`config.mk`:
```
export PLATFORM = sky130hd
export DESIGN_NAME = nofill_miss_table
export DESIGN_NICKNAME = d
export VERILOG_FILES = /design/src/rtl/nofill_miss_table.sv
export SDC_FILE = /design/constraint.sdc
export NUM_CORES = 2
export LEC_CHECK = 0
export ABC_CLOCK_PERIOD_IN_PS = 16200
export BUFFER_PORTS_ARGS = -buffer_cell sky130_fd_sc_hd__buf_2
export CORE_ASPECT_RATIO = 1.2
export CORE_UTILIZATION = 50
export CTS_CLUSTER_SIZE = 12
export DETAILED_ROUTE_END_ITERATION = 12
export GPL_ROUTABILITY_DRIVEN = 0
export HOLD_SLACK_MARGIN = 0.02
export PLACE_DENSITY = 0.64
export SLEW_MARGIN = 20
export SYNTH_ARGS = -nofsm -noshare
export SYNTH_HDL_FRONTEND = slang
export SYNTH_SLANG_ARGS = --single-unit
```
`constraint.sdc`:
```
create_clock -name clk -period 16.2 [get_ports clk]
set_input_delay 0.81 -clock clk [delete_from_list [all_inputs] [get_ports clk]]
set_output_delay 0.81 -clock clk [all_outputs]
set_load 0.005 [all_outputs]
```
`src/rtl/nofill_miss_table.sv`:
```
module nofill_miss_table #(
  parameter int ADDR_W  = 32,
  parameter int ID_W    = 4,
  parameter int DATA_W  = 32,
  parameter int ENTRIES = 8
) (
  input  logic              clk,
  input  logic              rst_n,
  input  logic              miss_valid,
  input  logic [ADDR_W-1:0] miss_addr,
  input  logic [ID_W-1:0]   miss_id,
  input  logic              miss_nofill,
  output logic              miss_ready,
  output logic              full,
  input  logic              auth_valid,
  input  logic [ID_W-1:0]   auth_id,
  input  logic              rsp_valid,
  input  logic [ID_W-1:0]   rsp_id,
  input  logic [DATA_W-1:0] rsp_data,
  output logic              fwd_valid,
  output logic [ID_W-1:0]   fwd_id,
  output logic [DATA_W-1:0] fwd_data,
  output logic              fill_en,
  output logic [ADDR_W-1:0] fill_addr,
  output logic [DATA_W-1:0] fill_data,
  output logic              safe_valid,
  output logic [ADDR_W-1:0] safe_addr
);
  localparam int IDX_W = (ENTRIES > 1) ? $clog2(ENTRIES) : 1;
  localparam int NIDS  = 1 << ID_W;

  logic [ENTRIES-1:0] vld, nf;
  logic [ADDR_W-1:0]  ent_addr [ENTRIES];
  logic [ID_W-1:0]    ent_id   [ENTRIES];
  logic [NIDS-1:0]    done_v;
  logic [ADDR_W-1:0]  done_addr [NIDS];

  logic [ENTRIES-1:0] rsp_hit, auth_hit, mrg;
  logic [IDX_W-1:0]   free_ix, rsp_ix;
  logic               merge_hit, alloc;

  always_comb begin
    for (int i = 0; i < ENTRIES; i++) begin
      rsp_hit[i]  = rsp_valid  && vld[i] && ent_id[i] == rsp_id;
      auth_hit[i] = auth_valid && vld[i] && ent_id[i] == auth_id;
      mrg[i]      = miss_valid && vld[i] && !rsp_hit[i] && ent_addr[i] == miss_addr;
    end
  end

  always_comb begin
    free_ix = '0;
    rsp_ix  = '0;
    for (int i = ENTRIES - 1; i >= 0; i--) begin
      if (!vld[i])    free_ix = IDX_W'(i);
      if (rsp_hit[i]) rsp_ix  = IDX_W'(i);
    end
  end

  assign merge_hit  = |mrg;
  assign full       = &vld;
  assign miss_ready = merge_hit || !full;
  assign alloc      = miss_valid && !merge_hit && !full;

  assign fwd_valid  = |rsp_hit;
  assign fwd_id     = rsp_id;
  assign fwd_data   = rsp_data;
  assign fill_en    = fwd_valid && !(nf[rsp_ix] && !auth_hit[rsp_ix]);
  assign fill_addr  = ent_addr[rsp_ix];
  assign fill_data  = rsp_data;
  assign safe_valid = auth_valid && !(|auth_hit) && done_v[auth_id];
  assign safe_addr  = done_addr[auth_id];

  always_ff @(posedge clk) begin
    if (!rst_n) begin
      vld    <= '0;
      nf     <= '0;
      done_v <= '0;
      for (int i = 0; i < ENTRIES; i++) begin
        ent_addr[i] <= '0;
        ent_id[i]   <= '0;
      end
      for (int k = 0; k < NIDS; k++) done_addr[k] <= '0;
    end else begin
      for (int i = 0; i < ENTRIES; i++) begin
        if (rsp_hit[i]) vld[i] <= 1'b0;
        else nf[i] <= nf[i] & ~auth_hit[i] & (mrg[i] ? miss_nofill : 1'b1);
      end
      if (alloc) begin
        vld[free_ix]      <= 1'b1;
        nf[free_ix]       <= miss_nofill;
        ent_addr[free_ix] <= miss_addr;
        ent_id[free_ix]   <= miss_id;
      end
      if (fwd_valid && !fill_en) begin
        done_v[rsp_id]    <= 1'b1;
        done_addr[rsp_id] <= ent_addr[rsp_ix];
      end
      if (safe_valid) done_v[auth_id] <= 1'b0;
      if (alloc) done_v[miss_id] <= 1'b0;
    end
  end

  p_fill_needs_fwd_r5: assert property (@(posedge clk) disable iff (!rst_n)
    fill_en |-> fwd_valid && fill_data == rsp_data);
  p_one_fill_r5: assert property (@(posedge clk) disable iff (!rst_n)
    fill_en |=> !(fill_en && rsp_id == $past(rsp_id)));
  p_fwd_on_hit_r3: assert property (@(posedge clk) disable iff (!rst_n)
    (rsp_valid && |rsp_hit) |-> fwd_valid && fwd_data == rsp_data);
  p_no_overflow_r9: assert property (@(posedge clk) disable iff (!rst_n)
    (miss_valid && miss_ready && full) |-> merge_hit);
  p_safe_not_active_r7: assert property (@(posedge clk) disable iff (!rst_n)
    safe_valid |-> !(|auth_hit));
  p_onehot_rsp_r3: assert property (@(posedge clk) disable iff (!rst_n)
    $onehot0(rsp_hit));
endmodule

```
==> flow_summary_export.csv <==
group,metric,value,unit
timing,timing.final.crit_share,37.3,%
critical_path,cp_data_arrival_time,5.23,ns
logic_synthesis,synthTopCellsByCount,"edfxtp_1, nor2_1, nand3_1",
min_path,hold_path_class,"flop to flop",
floorplan,core_area,0.0851,sq mm
logic_synthesis,yosysUniqueCellTypes,75,
logic_synthesis,synthCells,3538,
logic_synthesis,yosysMostFrequentCell,"edfxtp_1",
global_routing,grt_remaining_overflow,0,
clock_network,cts_root_buffer,"clkbuf_16",
detailed_routing,met1_length,50.4,mm
pwr,seqPwrFrac,50.5,%
detailed_routing,num_vias,29914,
pwr,switching_share,25.0,%
detailed_routing,drt_wl_total,137,mm
detailed_routing,drt_iter0_drc,4851,
layout,nets,3498,
timing,slew_viol_final,0,
layout,multi_input_area,0.0163,sq mm
layout,post-route-util,54.6,%
critical_path,cp_max_fo,76,
clock_network,insertion_delay,0.66,ns
global_routing,antenna_found_initial,4,
pwr,power_switching,1.23,mW
detailed_routing,routed-wl-met3,13.3,mm
timing,finalHoldViolCount,0,
floorplan,die_y,323,microns
floorplan,dieArea,0.0872,sq mm
critical_path,cp_slowest_stage_delay,0.73,ns
critical_path,crit_type,"input port to primary output",
logic_synthesis,async_flop_share,0,%
timing,worstMarginPinSlew,1.17,ns
timing,fin_tns_setup,0,ns
timing,slew-limit-headroom,20.6,%
logic_synthesis,yosys.area.top_type,"edfxtp_1",
floorplan,rows,117,
timing,fin_crit,6.04,ns
layout,fillers,7003,
pwr,comb_power_share,10.4,%
clock_network,clk_pin_slew,0.06,ns
critical_path,critical_path.slowest_cell,"buf_4",
run,maxCapViolCount,0,
detailed_routing,drc_errors,0,
pwr,power_leakage,16.1,nW
clock_network,post_cts.repair.setup_buffers,0,
logic_synthesis,ys_seq_area_share,57.4,%
logic_synthesis,synth_enable_flop_cells,800,
floorplan,io_pins,219,
floorplan,die_w,270,microns
pwr,pwr_density_cell,106,mW/mm^2
global_routing,grt_max_degree,89,
logic_synthesis,yosys.area.top_type_share,55.9,%
layout,drive_gt1_share,16.1,%
clock_network,h-tree-depth,3,
critical_path,cp-end-kind,"primary output",
logic_synthesis,synth_top_flop_cell,"edfxtp_1",
detailed_routing,dr.pass1.iters,9,
layout,ff_latch_area,0.0247,sq mm
critical_path,path_cells,"buf_2 -> inv_2 -> a2111oi_2 -> nand3_2 -> o21a_1 -> a21oi_4 -> buf_4 -> buf_4 -> nor2_1 -> o211ai_1 -> nand4_2 -> inv_1 -> buf_2",
clock_network,cts_buffers,86,
logic_synthesis,synth_fp_nets,3620,
clock_network,cts_tree,"yes",
timing,grt_setup_unrepaired,"no",
layout,syn_to_final_growth,7.94,%
detailed_routing,drt-wirelength-per-cell,29.8,microns
clock_network,cts_resized,0,
clock_network,cts_sinks,832,
pwr,vdd_ir_drop_max,0.0851,mV
pwr,pwr-share-clk,39.2,%
clock_network,ctsHoldBuffers,0,
placement,io_buffers,122,
timing,fmax,166,MHz
logic_synthesis,syn_area_per_cell,12.2,sq um
timing,clock_skew,0.0209,ns
logic_synthesis,synth_area,0.0430,sq mm
detailed_routing,top_layer,"met5",
critical_path,required,15.39,ns
status,outcome,"complete, no violations",
timing,setup_violations,0,
placement,dp_hpwl,87.9,mm
global_routing,grt_pass1_wl,200,mm
detailed_routing,antenna_left,0,
critical_path,worstSetupStartpointType,"input port",
global_routing,grt_pass1_vias,29259,
pwr,intPower,3.69,mW
detailed_routing,wl_met2,64.8,mm
global_routing,track_usage,31.4,%
floorplan,start_util,50.6,%
logic_synthesis,synth_seq_cells,832,
clock_network,clock_path_buffers,3,
detailed_routing,viasPerCell,6.51,
logic_synthesis,yosysWarnings,0,
logic_synthesis,ys_top_cells_by_area,"edfxtp_1, mux4_2, nor2_1",
## critical path, delay by kind of cell
family	cells	cell delay [ns]
buffers and inverters	6	2.15
AO/OA/AOI/OAI	4	1.27
AND/OR/NAND/NOR	3	0.91
## final timing paths
check | cells after the start | slack [ns] | end | startpoint
max | 13 | 10.16 | fill_addr[10] | rsp_id[2]
min | 2 | 0.47 | done_v[8]$_SDFF_PN0_ | done_v[8]$_SDFF_PN0_
max reg2reg | 12 | 11.05 | done_addr[3][11]$_SDFFCE_PN0P_ | ent_id[0][0]$_SDFFCE_PN0P_
min reg2reg | 2 | 0.47 | done_v[8]$_SDFF_PN0_ | done_v[8]$_SDFF_PN0_
## placed cells by master (no fill, tap or decap), types with 91 or more instances in the layout
| cell type | n |
|---|---|
| edfxtp_1 | 800 |
| nor2_1 | 555 |
| nand3_1 | 274 |
| and2_1 | 213 |
| xnor2_1 | 206 |
| mux4_2 | 165 |
| o21ai_0 | 120 |
| buf_2 | 119 |
| nand4_1 | 101 |
| xor2_1 | 91 |
## area by class of cell
cell class,instances,area share (%)
Sequential cell,832,53.1
Multi-Input combinational cell,2247,35.2
Clock buffer,104,4.85
Tap cell,1130,3.05
Timing Repair Buffer,187,2.41
Clock inverter,31,0.841
Inverter,62,0.501
Antenna cell,3,0.0162
## routing by layer
layer | track usage (%) | vias to the layer above
met5 | 0 | -
met2 | 50.6 | 1943
met1 | 40.3 | 14976
met3 | 5.69 | 394
li1 | - | 12597
met4 | 17.6 | 4
## cell families after synthesis
kind of cell	share of synthesized area, %
multiplexers	8.83
buffers and inverters	5.36
AO/OA/AOI/OAI	3.81
AND/OR/NAND/NOR	18.5
flip-flops	57.4
XOR/XNOR	6.09
## power groups by stage
stage               registers, mW  clock network (mW)  logic, mW
floorplan                    2.51                   0      0.330
global placement             2.52                   0      0.486
detailed placement           2.53                   0      0.493
CTS                          2.48                1.94      0.494
global route                 2.49                2.02      0.533
finish                       2.49                1.93      0.510
## through the flow
| step | cell area (sq um) | setup slack, ns | total power, mW | std cells | hold slack, ns |
|---|---|---|---|---|---|
| after global routing | 46400 | 9.98 | 5.05 | 4594 | 0.503 |
| final | 46400 | 10.16 | 4.93 | 4596 | 0.465 |
| after detailed placement | 43800 | 10.35 | 3.02 | 4458 | 0.459 |
| after global placement | 43800 | 10.45 | 3.01 | 4458 | 0.460 |
| after CTS | 46400 | 10.33 | 4.92 | 4593 | 0.468 |
| after floorplan | 43000 | 10.39 | 2.84 | 3538 | 0.437 |
## sequential cells by signal, indices dropped and copies added (netlist names)
| signal | count |
|---|---|
| done_addr | 512 |
| ent_addr | 256 |
| vld | 8 |
| ent_id | 32 |
| done_v | 16 |
| nf | 8 |
(Power assumes the default switching activity.)
